<file path="src/rtl/aead_core_pkg.sv">
// Shared types and constants for the authenticated encryption core.
// Assumes a 320-bit state split into five 64-bit words, word 0 = rate lane.
package aead_core_pkg;
    typedef logic [63:0]       word_t;
    typedef logic [4:0][63:0]  state_t;

    localparam word_t INIT_VECTOR = 64'h80400C0600000000;

    localparam int FULL_ROUNDS = 12;
    localparam int HALF_ROUNDS = 6;
    localparam logic [3:0] LAST_RIDX  = 4'(FULL_ROUNDS - 1);
    localparam logic [3:0] HALF_START = 4'(FULL_ROUNDS - HALF_ROUNDS);

    // Right-rotate pairs of the linear layer, one pair per state word.
    localparam int ROT_A [5] = '{19, 61, 1, 10, 7};
    localparam int ROT_B [5] = '{28, 39, 6, 17, 41};

    typedef enum logic [2:0] {
        PH_IDLE, PH_INIT, PH_AD, PH_WAIT, PH_MSG, PH_FIN
    } phase_t;
endpackage

</file>
<file path="src/rtl/aead_round.sv">
// One permutation round, purely combinational.
// Applies the round constant to word 2, the bitsliced 5-bit S-box and the
// per-word rotate-XOR diffusion. Assumes ridx is in 0..11.
module aead_round
    import aead_core_pkg::*;
(
    input  state_t      s_in,
    input  logic [3:0]  ridx,
    output state_t      s_out
);
    word_t c2;
    word_t a0, a1, a2, a3, a4;
    word_t b0, b1, b2, b3, b4;
    state_t mixed;

    // Round constant: high nibble is 15 - ridx, low nibble is ridx.
    assign c2 = s_in[2] ^ {56'd0, ~ridx, ridx};

    // S-box input mixing.
    assign a0 = s_in[0] ^ s_in[4];
    assign a1 = s_in[1];
    assign a2 = c2 ^ s_in[1];
    assign a3 = s_in[3];
    assign a4 = s_in[4] ^ s_in[3];

    // Nonlinear chi-like step.
    assign b0 = a0 ^ (~a1 & a2);
    assign b1 = a1 ^ (~a2 & a3);
    assign b2 = a2 ^ (~a3 & a4);
    assign b3 = a3 ^ (~a4 & a0);
    assign b4 = a4 ^ (~a0 & a1);

    // S-box output mixing.
    assign mixed[0] = b0 ^ b4;
    assign mixed[1] = b1 ^ b0;
    assign mixed[2] = ~b2;
    assign mixed[3] = b3 ^ b2;
    assign mixed[4] = b4;

    // Linear layer: each word XORed with two rotations of itself.
    for (genvar i = 0; i < 5; i++) begin : g_lin
        localparam int RA = ROT_A[i];
        localparam int RB = ROT_B[i];
        assign s_out[i] = mixed[i]
                        ^ {mixed[i][RA-1:0], mixed[i][63:RA]}
                        ^ {mixed[i][RB-1:0], mixed[i][63:RB]};
    end
endmodule

</file>
<file path="src/rtl/aead_ctrl.sv">
// Sequencer for the encryption core.
// Walks setup, associated data, block wait, inter-block rounds and tag
// rounds. One 4-bit counter indexes rounds; long passes start at 0 and
// short passes start at 6, so every pass ends at index 11.
// Assumes NBLK >= 1.
module aead_ctrl
    import aead_core_pkg::*;
#(
    parameter int NBLK = 4
) (
    input  logic        clk,
    input  logic        rst_n,
    input  logic        start,
    input  logic        pt_valid,
    output phase_t      phase,
    output logic [3:0]  ridx,
    output logic        load_go,
    output logic        round_en,
    output logic        round_last,
    output logic        absorb,
    output logic        absorb_last
);
    localparam int BLK_W = (NBLK > 1) ? $clog2(NBLK) : 1;
    localparam logic [BLK_W-1:0] LAST_BLK = BLK_W'(NBLK - 1);

    logic [BLK_W-1:0] blk;

    // Decode strobes for the datapath from phase and counters.
    always_comb begin
        load_go     = (phase == PH_IDLE) && start;
        round_en    = (phase == PH_INIT) || (phase == PH_AD) ||
                      (phase == PH_MSG)  || (phase == PH_FIN);
        round_last  = round_en && (ridx == LAST_RIDX);
        absorb      = (phase == PH_WAIT) && pt_valid;
        absorb_last = absorb && (blk == LAST_BLK);
    end

    // Phase, round index and block index sequencing.
    always_ff @(posedge clk) begin
        if (!rst_n) begin
            phase <= PH_IDLE;
            ridx  <= '0;
            blk   <= '0;
        end else begin
            unique case (phase)
                PH_IDLE: if (start) begin
                    phase <= PH_INIT;
                    ridx  <= '0;
                end
                PH_INIT: if (round_last) begin
                    phase <= PH_AD;
                    ridx  <= HALF_START;
                end else begin
                    ridx  <= ridx + 4'd1;
                end
                PH_AD: if (round_last) begin
                    phase <= PH_WAIT;
                    blk   <= '0;
                end else begin
                    ridx  <= ridx + 4'd1;
                end
                PH_WAIT: if (pt_valid) begin
                    if (blk == LAST_BLK) begin
                        phase <= PH_FIN;
                        ridx  <= '0;
                    end else begin
                        phase <= PH_MSG;
                        ridx  <= HALF_START;
                        blk   <= blk + 1'b1;
                    end
                end
                PH_MSG: if (round_last) begin
                    phase <= PH_WAIT;
                end else begin
                    ridx  <= ridx + 4'd1;
                end
                PH_FIN: if (round_last) begin
                    phase <= PH_IDLE;
                end else begin
                    ridx  <= ridx + 4'd1;
                end
                default: phase <= PH_IDLE;
            endcase
        end
    end
endmodule

</file>
<file path="src/rtl/aead_state.sv">
// State register with key, data and padding injection.
// Injections that follow a permutation are folded into its last round
// edge; the final-block absorb also applies the pre-tag key XOR.
// Assumes 1 <= AD_BYTES <= 7 and 1 <= LAST_BYTES <= 7.
module aead_state
    import aead_core_pkg::*;
#(
    parameter int AD_BYTES   = 4,
    parameter int LAST_BYTES = 7
) (
    input  logic               clk,
    input  logic               rst_n,
    input  logic               load_go,
    input  logic               round_en,
    input  logic               round_last,
    input  logic               absorb,
    input  logic               absorb_last,
    input  phase_t             phase,
    input  logic [3:0]         ridx,
    input  logic [127:0]       key,
    input  logic [127:0]       nonce,
    input  logic [8*AD_BYTES-1:0] ad_data,
    input  word_t              pt_data,
    output word_t              ct_word,
    output logic [127:0]       tag_word
);
    localparam int    AD_W      = 8 * AD_BYTES;
    localparam word_t TAIL_MASK = ~(64'hFFFF_FFFF_FFFF_FFFF >> (8 * LAST_BYTES));
    localparam word_t TAIL_PAD  = 64'h80 << (56 - 8 * LAST_BYTES);
    localparam word_t AD_MARK   = 64'h80 << (56 - AD_W);

    state_t          st_q, st_d, st_rnd;
    logic [127:0]    key_q;
    logic [AD_W-1:0] ad_q;
    word_t           ad_pad, pt_in, ct_q;
    logic [127:0]    tag_q;

    aead_round u_round (
        .s_in  (st_q),
        .ridx  (ridx),
        .s_out (st_rnd)
    );

    // Padded associated data and the plaintext as it enters the rate lane.
    always_comb begin
        ad_pad = (64'(ad_q) << (64 - AD_W)) | AD_MARK;
        pt_in  = absorb_last ? ((pt_data & TAIL_MASK) | TAIL_PAD) : pt_data;
    end

    // Next-state selection: load, round with trailing injections, or absorb.
    always_comb begin
        st_d = st_q;
        if (load_go) begin
            st_d[0] = INIT_VECTOR;
            st_d[1] = key[127:64];
            st_d[2] = key[63:0];
            st_d[3] = nonce[127:64];
            st_d[4] = nonce[63:0];
        end else if (round_en) begin
            st_d = st_rnd;
            if (round_last && phase == PH_INIT) begin
                st_d[3] = st_rnd[3] ^ key_q[127:64];
                st_d[4] = st_rnd[4] ^ key_q[63:0];
                st_d[0] = st_rnd[0] ^ ad_pad;
            end else if (round_last && phase == PH_AD) begin
                st_d[4] = st_rnd[4] ^ 64'd1;
            end
        end else if (absorb) begin
            st_d[0] = st_q[0] ^ pt_in;
            if (absorb_last) begin
                st_d[1] = st_q[1] ^ key_q[127:64];
                st_d[2] = st_q[2] ^ key_q[63:0];
            end
        end
    end

    // State, captured inputs, ciphertext word and tag registers.
    always_ff @(posedge clk) begin
        if (!rst_n) begin
            st_q  <= '0;
            key_q <= '0;
            ad_q  <= '0;
            ct_q  <= '0;
            tag_q <= '0;
        end else begin
            st_q <= st_d;
            if (load_go) begin
                key_q <= key;
                ad_q  <= ad_data;
            end
            if (absorb) begin
                ct_q <= (st_q[0] ^ pt_in) & (absorb_last ? TAIL_MASK : '1);
            end
            if (round_last && phase == PH_FIN) begin
                tag_q <= {st_rnd[3] ^ key_q[127:64], st_rnd[4] ^ key_q[63:0]};
            end
        end
    end

    assign ct_word  = ct_q;
    assign tag_word = tag_q;
endmodule

</file>
<file path="src/rtl/aead_core.sv">
// Top of the authenticated encryption core.
// Joins the sequencer and the state datapath and registers the output
// strobes. Assumes PT_BYTES is not a multiple of 8 (the last block is partial).
module aead_core
    import aead_core_pkg::*;
#(
    parameter int AD_BYTES = 4,
    parameter int PT_BYTES = 31
) (
    input  logic                  clk,
    input  logic                  rst_n,
    input  logic                  start,
    input  logic [127:0]          key,
    input  logic [127:0]          nonce,
    input  logic [8*AD_BYTES-1:0] ad_data,
    input  logic                  pt_valid,
    input  logic [63:0]           pt_data,
    output logic                  pt_req,
    output logic                  ct_valid,
    output logic [63:0]           ct_data,
    output logic [7:0]            ct_keep,
    output logic [127:0]          tag,
    output logic                  done
);
    localparam int NBLK       = (PT_BYTES + 7) / 8;
    localparam int LAST_BYTES = PT_BYTES - 8 * (NBLK - 1);
    localparam logic [7:0] LAST_KEEP = 8'(8'hFF << (8 - LAST_BYTES));

    phase_t     phase;
    logic [3:0] ridx;
    logic       load_go, round_en, round_last, absorb, absorb_last;

    aead_ctrl #(.NBLK(NBLK)) u_ctrl (
        .clk         (clk),
        .rst_n       (rst_n),
        .start       (start),
        .pt_valid    (pt_valid),
        .phase       (phase),
        .ridx        (ridx),
        .load_go     (load_go),
        .round_en    (round_en),
        .round_last  (round_last),
        .absorb      (absorb),
        .absorb_last (absorb_last)
    );

    aead_state #(.AD_BYTES(AD_BYTES), .LAST_BYTES(LAST_BYTES)) u_state (
        .clk         (clk),
        .rst_n       (rst_n),
        .load_go     (load_go),
        .round_en    (round_en),
        .round_last  (round_last),
        .absorb      (absorb),
        .absorb_last (absorb_last),
        .phase       (phase),
        .ridx        (ridx),
        .key         (key),
        .nonce       (nonce),
        .ad_data     (ad_data),
        .pt_data     (pt_data),
        .ct_word     (ct_data),
        .tag_word    (tag)
    );

    assign pt_req = (phase == PH_WAIT);

    // Output strobes: ciphertext valid and keep, and the sticky done flag.
    always_ff @(posedge clk) begin
        if (!rst_n) begin
            ct_valid <= 1'b0;
            ct_keep  <= '0;
            done     <= 1'b0;
        end else begin
            ct_valid <= absorb;
            if (absorb) begin
                ct_keep <= absorb_last ? LAST_KEEP : 8'hFF;
            end
            if (load_go) begin
                done <= 1'b0;
            end else if (round_last && phase == PH_FIN) begin
                done <= 1'b1;
            end
        end
    end
endmodule

</file>
<file path="config.mk">
export PLATFORM = sky130hd
export DESIGN_NAME = aead_core
export DESIGN_NICKNAME = d
export VERILOG_FILES = /design/src/rtl/aead_core_pkg.sv /design/src/rtl/aead_round.sv /design/src/rtl/aead_ctrl.sv /design/src/rtl/aead_state.sv /design/src/rtl/aead_core.sv
export SDC_FILE = /design/constraint.sdc
export NUM_CORES = 2
export LEC_CHECK = 0
export BUFFER_PORTS_ARGS = -buffer_cell sky130_fd_sc_hd__buf_2
export CAP_MARGIN = 30
export CELL_PAD_IN_SITES_DETAIL_PLACEMENT = 1
export CELL_PAD_IN_SITES_GLOBAL_PLACEMENT = 2
export CORE_UTILIZATION = 37
export CTS_CLUSTER_SIZE = 40
export DETAILED_ROUTE_END_ITERATION = 16
export GPL_ROUTABILITY_DRIVEN = 0
export PLACE_DENSITY = 0.91
export SYNTH_ARGS = -nofsm -noshare
export SYNTH_HDL_FRONTEND = slang
export SYNTH_SLANG_ARGS = --single-unit
</file>
<file path="constraint.sdc">
create_clock -name clk -period 2.9 [get_ports clk]
set_input_delay 0.29 -clock clk [delete_from_list [all_inputs] [get_ports clk]]
set_output_delay 0.29 -clock clk [all_outputs]
set_load 0.02 [all_outputs]
</file>
==> summary.txt <==
setup slack after layout: -0.122 ns
Clk pin slew, worst setup/hold paths: 0.07 ns
Detailed Place HPWL: 237 mm
Die Ht: 370 um
Rows: 134
RSZ-0062 raised after global routing: no
first-pass iteration count of the detailed router: 13
Synth cell types: 81
worst min path class: primary input to flip-flop
Reg-to-Reg Start: u_state.st_q[199]$_SDFFE_PN0P_
Clock Latency Late Sink: 0.79 ns
Synth area leaders: dfxtp_1 (27%), xnor2_1 (14%), xnor3_1 (6.5%)
clock sink count: 685
Final ANT Viol Nets: 0
register area: 0.0137 mm2
Horiz. Die Dim: 370 um
gr usage total: 45.9%
Max Clock Freq: 331 MHz
Worst Setup End Kind: flip-flop
startpoint type of the worst setup path: flip-flop
Pins Over Slew Limit: 0
Mapped Nets: 6320
Syn Std Cell Area: 0.0502 mm2
Hold WS: -0.0163 ns
hold depth: 3
Vias/cell: 6.47
Post-Route Utilization: 48.7%
global-route wire length before repair: 438 mm
vias in the first global route: 56624
sequential element share of the synthesized area: 27.3%
failing checks: negative hold slack, negative setup slack
DR vias: 57715
H-tree depth: 3
status: complete, but fails checks
count of final setup violators: 12
full die area: 0.137 mm2
period utilization: 104%
largest net degree at the start of global routing: 117
fillcell total: 15734
clock skew: 0.0520 ns
Post-synth top cells: xnor2_1 (781), nand2_1 (777), dfxtp_1 (685), o21ai_0 (417), a21oi_1 (361)
CTS tree: built
Post-synth EDFFs: 0
Synth Instances: 5834
Worst Hold End: u_state.st_q[312]$_SDFFE_PN0P_
synth warn: 0
layout cells sized above 1: 20.9%
CTS Buf Count: 85
initial antenna violation count: 44
core area: 0.134 mm2
fraction of registers with async set/reset: 0%
Worst Max-Slew Pin Slew: 1.03 ns
CP arrival: 3.63 ns
most frequent cell after synthesis: xnor2_1
r2r setup slk: -0.12 ns
Root Buffer: clkbuf_16
minimum clock period: 3.02 ns
Reg2Reg Depth: 7
Area Overhead vs Synth: 30.1%
clk buf depth: 3
Seq cells post-synth: 685
Detailed Route WL: 323 mm
# Max-Cap Violations: 0
Nets: 7551
Required @ worst endpoint: 3.51 ns
Wirelength per Cell: 36.2 um
hold_sp: nonce[56]
DRT iter0 DRCs: 8252
synthesized area per cell: 8.60 um2
Synth Flop Type: dfxtp_1
final hold vios: 2
final routed DRC violation total: 0
Relative slew margins: 30.6%
critical setup path kind: flip-flop to flip-flop
largest fanout on the critical path: 3
# port buffers: 558
RR Endpoint: u_state.st_q[7]$_SDFFE_PP0P_
starting density of the core: 37.4%
post-synth top area cell: dfxtp_1
GRT overflow: 0
Multi-input gate area: 0.0342 mm2
Synth top area share: 27.3%
I/O pin count: 559
per-stage QoR:
stage | TNS, ns | instance area [um2] | cells | hold slack, ns | setup WS [ns]
floorplan | 0 | 50200 | 5834 | 0.398 | 0.563
global placement | -2.07 | 59000 | 8416 | 0.446 | -0.352
detailed placement | -2.32 | 59000 | 8417 | 0.456 | -0.387
CTS | 0 | 65000 | 8886 | 0.00138 | 0.000107
global route | 0 | 65200 | 8897 | 0.0209 | 0.00273
finish | -0.295 | 65300 | 8920 | -0.0163 | -0.122
timing repair:
item | in CTS | in global routing
setup buffers | 0 | 0
pin swaps | 0 | 1
gates resized for setup | 14 | 40
hold buffers | 323 | 2
setup endpoints to repair | 18 | 51
endpoints found under the hold margin | 426 | 2
cell families after synthesis:
group | synth area share (%)
buf+inv | 5.07
compound gates | 19.5
flops | 27.3
xor+xnor | 30.0
mux | 0.419
simple gates | 13.2
fa+ha+maj | 4.50
sequential cells by signal, indices dropped and copies added (netlist names):
| signal | flops |
|---|---|
| done | 1 |
| u_state.st_q | 320 |
| u_state.key_q | 128 |
| u_ctrl.ridx | 4 |
| u_ctrl.phase | 3 |
| ct_valid | 1 |
| ct_keep | 2 |
| u_ctrl.blk | 2 |
| u_state.tag_word | 128 |
| u_state.ad_q | 32 |
| u_state.ct_word | 64 |
placed cells by master (no fill, tap or decap), drive strengths merged, types with 62 or more instances in the layout:
cell type | synthesis | routed
dfxtp | 685 | 685
maj3 | 63 | 63
xor3 | 77 | 77
nor2 | 286 | 286
nand2 | 780 | 780
inv | 205 | 208
o221ai | 105 | 105
o211ai | 89 | 89
xnor2 | 810 | 810
xnor3 | 145 | 145
xor2 | 288 | 288
a31oi | 94 | 94
a21oi | 361 | 361
or3 | 97 | 97
dlygate4sd3 | 0 | 325
buf | 165 | 1218
ha | 130 | 130
a211oi | 161 | 161
nand4 | 101 | 101
o21ai | 433 | 433
nor3 | 62 | 62
clkbuf | 235 | 117
cell type report:
cell class | instances | area share (%)
diodes | 28 | 0.107
clock buffers | 116 | 3.68
clock inverters | 30 | 0.451
inverters | 205 | 1.19
multi-input cells | 4544 | 52.4
flip-flops and latches | 685 | 21.0
well taps | 1768 | 3.39
repair buffers | 1544 | 17.8
layer usage:
| layer | up-vias | share of wire [%] | GRT usage (%) |
|---|---|---|---|
| met3 | 1959 | 15 | 24.8 |
| met4 | 38 | 13 | 46.5 |
| met1 | 28026 | 32 | 46.4 |
| met5 | - | 0.29 | 3.36 |
| met2 | 4792 | 40 | 65.5 |
| li1 | 22900 | - | - |
worst max-delay path by stage:
| stage | from | cells past startpoint | end | slack (ns) |
|---|---|---|---|---|
| after CTS | u_state.st_q[58]$_SDFFE_PP0P_ | 6 | u_state.tag_word[17]$_SDFFE_PN0P_ | 0.0001 |
| final | u_state.st_q[199]$_SDFFE_PN0P_ | 7 | u_state.st_q[7]$_SDFFE_PP0P_ | -0.12 |
| after global routing | u_state.st_q[251]$_SDFFE_PN0P_ | 7 | u_state.st_q[315]$_SDFFE_PN0P_ | 0.003 |
| after global placement | u_state.st_q[0]$_SDFFE_PP0P_ | 6 | u_state.st_q[256]$_SDFFE_PN0P_ | -0.35 |
| after detailed placement | u_state.st_q[251]$_SDFFE_PN0P_ | 7 | u_state.st_q[315]$_SDFFE_PN0P_ | -0.39 |
| after floorplan | u_ctrl.ridx[2]$_SDFFE_PN0P_ | 8 | u_state.st_q[198]$_SDFFE_PN0P_ | 0.56 |
critical path, stage by stage (launching register included):
cell and delay, ns:
dfxtp_1 0.42, inv_1 0.10, ha_1 0.35, xor2_1 0.18
xnor2_1 0.82, xnor3_1 0.55, nand2_1 0.32, a21oi_1 0.12
Power is not shown: default switching activity piles up to over one toggle a cycle in this logic, so the estimate is an artifact.
